$ cat config.mk
export PLATFORM = sky130hd
export DESIGN_NAME = actprio_tracker
export DESIGN_NICKNAME = d
export VERILOG_FILES = /design/src/rtl/actprio_pkg.sv /design/src/rtl/actprio_grpprio.sv /design/src/rtl/actprio_lsb.sv /design/src/rtl/actprio_tracker.sv
export SDC_FILE = /design/constraint.sdc
export NUM_CORES = 1
export LEC_CHECK = 0
export BUFFER_PORTS_ARGS = -buffer_cell sky130_fd_sc_hd__buf_2
export CORE_MARGIN = 3
export CORE_UTILIZATION = 30
export DETAILED_ROUTE_END_ITERATION = 7
export GPL_TIMING_DRIVEN = 0
export HOLD_SLACK_MARGIN = 0.08
export REMOVE_ABC_BUFFERS = 1
export SLEW_MARGIN = 20
export SYNTH_ARGS = -nofsm -noshare
export SYNTH_HDL_FRONTEND = slang
export SYNTH_SLANG_ARGS = --single-unit
$ cat constraint.sdc
create_clock -name clk -period 7.6 [get_ports clk]
set_input_delay 0.76 -clock clk [delete_from_list [all_inputs] [get_ports clk]]
set_output_delay 0.76 -clock clk [all_outputs]
set_load 0.03 [all_outputs]
$ cat src/rtl/actprio_pkg.sv
package actprio_pkg;

  typedef enum logic {
    BANK_S  = 1'b0,
    BANK_NS = 1'b1
  } bank_e;

  typedef struct packed {
    logic  take;
    logic  ignored;
  } drop_dec_t;

endpackage

$ cat src/rtl/actprio_grpprio.sv
module actprio_grpprio
  import actprio_pkg::*;
#(
  parameter int PRIO_W = 8,
  parameter int BP_W   = 3,
  parameter int MIN_BP = 2,
  parameter int LVL_W  = PRIO_W - MIN_BP - 1
) (
  input  logic              grp_en,
  input  logic              cbpr,
  input  logic [BP_W-1:0]   bpr,
  input  logic [BP_W-1:0]   abpr,
  input  logic [PRIO_W-1:0] prio,
  input  logic              grp1,
  output logic [PRIO_W-1:0] gprio,
  output logic [LVL_W-1:0]  level,
  output bank_e             bank
);

  logic [BP_W-1:0] eff_bp;

  // Group 1 with a separate binary point uses the alias value less one.
  always_comb begin
    if (grp_en && !cbpr && grp1) begin
      eff_bp = (abpr == '0) ? '0 : abpr - BP_W'(1);
    end else begin
      eff_bp = bpr;
    end
  end

  // Keep only the bits strictly above the binary point.
  always_comb begin
    for (int i = 0; i < PRIO_W; i++) begin
      gprio[i] = prio[i] && (i > int'(eff_bp));
    end
  end

  assign level = gprio[PRIO_W-1:MIN_BP+1];
  assign bank  = (grp_en && grp1) ? BANK_NS : BANK_S;

endmodule

$ cat src/rtl/actprio_lsb.sv
module actprio_lsb #(
  parameter int N  = 32,
  parameter int IW = $clog2(N)
) (
  input  logic [N-1:0]  vec,
  output logic          found,
  output logic [IW-1:0] idx
);

  // Scan from the top so the lowest set position wins.
  always_comb begin
    found = 1'b0;
    idx   = '0;
    for (int i = N - 1; i >= 0; i--) begin
      if (vec[i]) begin
        found = 1'b1;
        idx   = IW'(i);
      end
    end
  end

endmodule

$ cat src/rtl/actprio_tracker.sv
module actprio_tracker
  import actprio_pkg::*;
#(
  parameter int PRIO_W = 8,
  parameter int BP_W   = 3,
  parameter int MIN_BP = 2,
  localparam int LVL_W = PRIO_W - MIN_BP - 1,
  localparam int NLVL  = 1 << LVL_W
) (
  input  logic              clk,
  input  logic              rst_n,
  input  logic              grp_en,
  input  logic              cbpr,
  input  logic [BP_W-1:0]   bpr,
  input  logic [BP_W-1:0]   abpr,
  input  logic              act_vld,
  input  logic [PRIO_W-1:0] act_prio,
  input  logic              act_grp1,
  input  logic              drop_vld,
  input  logic              drop_grp1,
  input  logic              drop_ns,
  output logic [PRIO_W-1:0] run_prio,
  output logic [NLVL-1:0]   apr_s,
  output logic [NLVL-1:0]   apr_ns
);

  localparam logic [PRIO_W-1:0] IDLE_PRIO = '1;

  logic [PRIO_W-1:0] gprio;
  logic [LVL_W-1:0]  act_level;
  bank_e             act_bank;

  actprio_grpprio #(
    .PRIO_W (PRIO_W),
    .BP_W   (BP_W),
    .MIN_BP (MIN_BP),
    .LVL_W  (LVL_W)
  ) u_grpprio (
    .grp_en (grp_en),
    .cbpr   (cbpr),
    .bpr    (bpr),
    .abpr   (abpr),
    .prio   (act_prio),
    .grp1   (act_grp1),
    .gprio  (gprio),
    .level  (act_level),
    .bank   (act_bank)
  );

  logic [NLVL-1:0]  combined;
  logic [NLVL-1:0]  clr_mask;
  logic [NLVL-1:0]  remain;
  logic             top_found;
  logic [LVL_W-1:0] top_idx;
  logic             next_found;
  logic [LVL_W-1:0] next_idx;

  assign combined = apr_s | apr_ns;

  actprio_lsb #(.N(NLVL), .IW(LVL_W)) u_lsb_top (
    .vec   (combined),
    .found (top_found),
    .idx   (top_idx)
  );

  assign clr_mask = top_found ? (NLVL'(1) << top_idx) : '0;
  assign remain   = combined & ~clr_mask;

  actprio_lsb #(.N(NLVL), .IW(LVL_W)) u_lsb_next (
    .vec   (remain),
    .found (next_found),
    .idx   (next_idx)
  );

  logic [PRIO_W-1:0] next_rprio;
  drop_dec_t         drop_dec;

  assign next_rprio = next_found ? {next_idx, {(MIN_BP + 1){1'b0}}} : IDLE_PRIO;

  always_comb begin
    drop_dec.ignored = drop_ns && !(grp_en && drop_grp1);
    drop_dec.take    = drop_vld && !act_vld && !drop_dec.ignored && top_found;
  end

  always_ff @(posedge clk) begin
    if (!rst_n) begin
      run_prio <= IDLE_PRIO;
      apr_s    <= '0;
      apr_ns   <= '0;
    end else if (act_vld) begin
      run_prio <= gprio;
      if (act_bank == BANK_NS) begin
        apr_ns[act_level] <= 1'b1;
      end else begin
        apr_s[act_level]  <= 1'b1;
      end
    end else if (drop_dec.take) begin
      run_prio <= next_rprio;
      apr_s    <= apr_s & ~clr_mask;
      apr_ns   <= apr_ns & ~clr_mask;
    end
  end

endmodule

==> impl_metrics.py <==
metrics = {
    "drt": {
        "wl_per_cell_um": 19.8,
        "detail-route-antenna-nets": 0,
        "routed_wl_mm": 17.2,
        "via_per_inst": 5.78,
        "firstDrtPassIters": 5,
        "drc": 0,
        "vias": 5009,
        "drtIter0Drc": 621,
    },
    "timing": {
        "finalClockSkew_ns": 0.00746,
        "timing.fmax_ghz": 0.230,
        "fin_crit_sh_pct": 57.3,
        "min_period_ns": 4.36,
        "grt_setup_unrepaired": "no",
        "drv_slew": 0,
        "setup_tns_ns": 0,
        "worst_pin_slew_ns": 1.11,
        "relSlewSlack_pct": 25.6,
        "postLayoutSetupSlackWorst_ns": 3.24,
        "hold_viol_final": 0,
        "whs_ns": 0.456,
        "setup_violations": 0,
    },
    "global_route": {
        "grtUsageTotal_pct": 21.4,
        "grt_overflow_total": 0,
        "grt_max_degree": 41,
        "grt_pass1_vias": 4796,
        "grt_pass1_wl_mm": 26.7,
        "antenna_found_initial": 0,
    },
    "clocking": {
        "h-tree-depth": 3,
        "clk-insertion-delay-late_ns": 0.35,
        "holdBufCountCts": 0,
        "cts_buffers": 9,
        "cts-root-buf": "clkbuf_16",
        "post-cts-setup-buffers": 0,
        "cts_resized": 0,
        "clk_pin_slew_worst_paths_ns": 0.06,
        "clockBufferDepth": 2,
        "cts.sinks": 72,
        "cts_tree": "done",
    },
    "worst_setup_path": {
        "path_class": "register to register",
        "arrival_ns": 4.64,
        "r2r_end": "run_prio[6]",
        "ff2ff_path_depth": 11,
        "critPathMaxFanout": 19,
        "crit_required_ns": 7.89,
        "r2r_start": "apr_s[0]",
        "crit_path_end_kind": "register",
        "start_kind": "register",
        "reg2reg_slack_ns": 3.24,
    },
    "final_layout": {
        "syn_to_final_growth_pct": 24.4,
        "fin_nets": 704,
        "final_cells": 866,
        "layout_commonest_cell": "nor2_1",
        "layout-drive-gt1-share_pct": 24.2,
        "fillers": 1474,
        "most-common-layout-cells": "nor2_1, buf_2, a21oi_1",
        "antenna_cells": 0,
        "fin_util_pct": 38.6,
    },
    "placed_design": {
        "place_ws_ns": 3.36,
        "place.detailed.hpwl_mm": 13.1,
        "port_buffers": 93,
        "dp.cells": 850,
        "place_congestion": 0.991,
    },
    "outcome": {
        "outcome": "finished clean",
    },
    "floorplanning": {
        "start_util_pct": 31.0,
        "dieArea_mm2": 0.0159,
        "die_h_um": 126,
        "fp.coreArea_mm2": 0.0140,
        "io_pins": 95,
        "num_rows": 43,
        "dieWidth_um": 126,
    },
    "hold_path": {
        "holdPathStages": 1,
        "whs_endpoint": "run_prio[0]",
        "worstHoldStart": "run_prio[0]",
        "hp-class": "register to register",
    },
    "synthesis": {
        "synthFlopType": "dfxtp_1",
        "syn_area_mm2": 0.00434,
        "syn_area_per_cell_um2": 7.42,
        "yosysSeqAreaShare_pct": 33.2,
        "synth_cell_types": 75,
        "async_reset_ff_share_pct": 0,
        "synth_edf_count": 0,
        "ys_ff_latch": 72,
        "syn_inst": 584,
        "synth_warnings": 0,
    },
    "power": {
        "power.density_mw_per_mm2": 197,
        "leakage_nw": 2.30,
        "max-vdd-ir-drop_uv": 112,
    },
    "run": {
        "cap_viol_max_count": 0,
    },
}
-- synthesized netlist by cell type, types with 3 or more instances --
cell type	n	share of area (%)
nor3_1	15	1.7
nand2_1	41	3.5
or4_4	5	1.3
nand4_1	3	0.43
inv_1	5	0.43
nor2b_1	4	0.58
a31oi_1	8	1.2
buf_2	4	0.46
a41oi_1	3	0.61
a211oi_1	3	0.52
o221ai_1	3	0.61
o31ai_1	5	0.87
nor4_2	8	2.3
and3_1	7	1.0
clkbuf_1	8	0.69
dfxtp_1	72	33
nor2_1	119	10
a21o_1	5	0.87
o311ai_0	3	0.61
o21a_1	6	1.0
o21ai_0	52	6.0
nand3_1	19	2.2
nor4_1	11	1.6
nand2b_1	3	0.43
o211ai_1	6	1.0
or4_1	5	0.87
o22ai_1	7	1.0
and2_1	3	0.43
or2_2	9	1.3
a21oi_1	85	9.8
-- flip-flops by register name (all words and copies together), names as in the netlist --
name      count
apr_ns       32
apr_s        32
run_prio      8
-- cells by family (layout without fill, tap and decap cells) --
kind of cell    Yosys count  count (layout)  share of synthesized area, %
compound gates          225             225                          33.2
buf+inv                  18             120                          1.85
flops                    72              72                          33.2
simple gates            269             269                          31.7
-- worst max path at each step --
| stage | startpoint | end | slack (ns) | cells after the start |
|---|---|---|---|---|
| 2_1_floorplan | apr_s[20] | run_prio[6] | 4.14 | 11 |
| 3_3_place_gp | act_grp1 | apr_s[5] | 3.17 | 9 |
| 3_5_place_dp | apr_s[8] | run_prio[6] | 3.36 | 11 |
| 4_1_cts | apr_s[8] | run_prio[6] | 3.34 | 11 |
| 5_1_grt | apr_s[8] | run_prio[6] | 3.06 | 11 |
| 6_report | apr_s[0] | run_prio[6] | 3.24 | 11 |
-- report_power, final --
| part | internal [mW] | switching [mW] | leakage (nW) | total, mW |
|---|---|---|---|---|
| Combinational | 0.0544 | 0.134 | 1.55 | 0.189 |
| Sequential | 0.385 | 0.00691 | 0.583 | 0.392 |
| Clock | 0.315 | 0.166 | 0.169 | 0.481 |
| Total | 0.754 | 0.308 | 2.30 | 1.06 |
-- through the flow --
| step | instance area [um2] | power (mW) |
|---|---|---|
| floorplan | 4270 | 0.518 |
| global placement | 4960 | 0.580 |
| detailed placement | 5050 | 0.582 |
| CTS | 5390 | 1.06 |
| global route | 5390 | 1.09 |
| finish | 5390 | 1.06 |
-- critical path, cell delays in order, from the launching register on --
cell,delay (ns)
dfxtp_1,0.35
nor4_2,0.64
and3_1,0.29
o211a_2,0.24
a21bo_1,0.58
o211ai_2,0.52
or4_4,0.58
a22oi_2,0.28
nand2_2,0.11
nor4_4,0.35
a21bo_1,0.22
o21a_1,0.13
-- layer usage --
| layer | routed length (um) | part of all wire (%) | GRT usage, % |
|---|---|---|---|
| met1 | 7690 | 45 | 29.9 |
| met2 | 7470 | 44 | 32.6 |
| met3 | 1570 | 9.2 | 4.96 |
| met4 | 431 | 2.5 | 7.13 |
| met5 | 0 | 0 | 0 |
-- area by class of cell --
cell class | instances | area [um2] | area share [%]
clock buffers | 12 | 267 | 4.94
inverters | 5 | 18.8 | 0.348
well taps | 180 | 225 | 4.18
flip-flops and latches | 72 | 1440 | 26.7
repair buffers | 99 | 517 | 9.58
clock inverters | 4 | 73.8 | 1.37
multi-input cells | 494 | 2850 | 52.9
No activity file was read; power rests on OpenSTA's default activity.
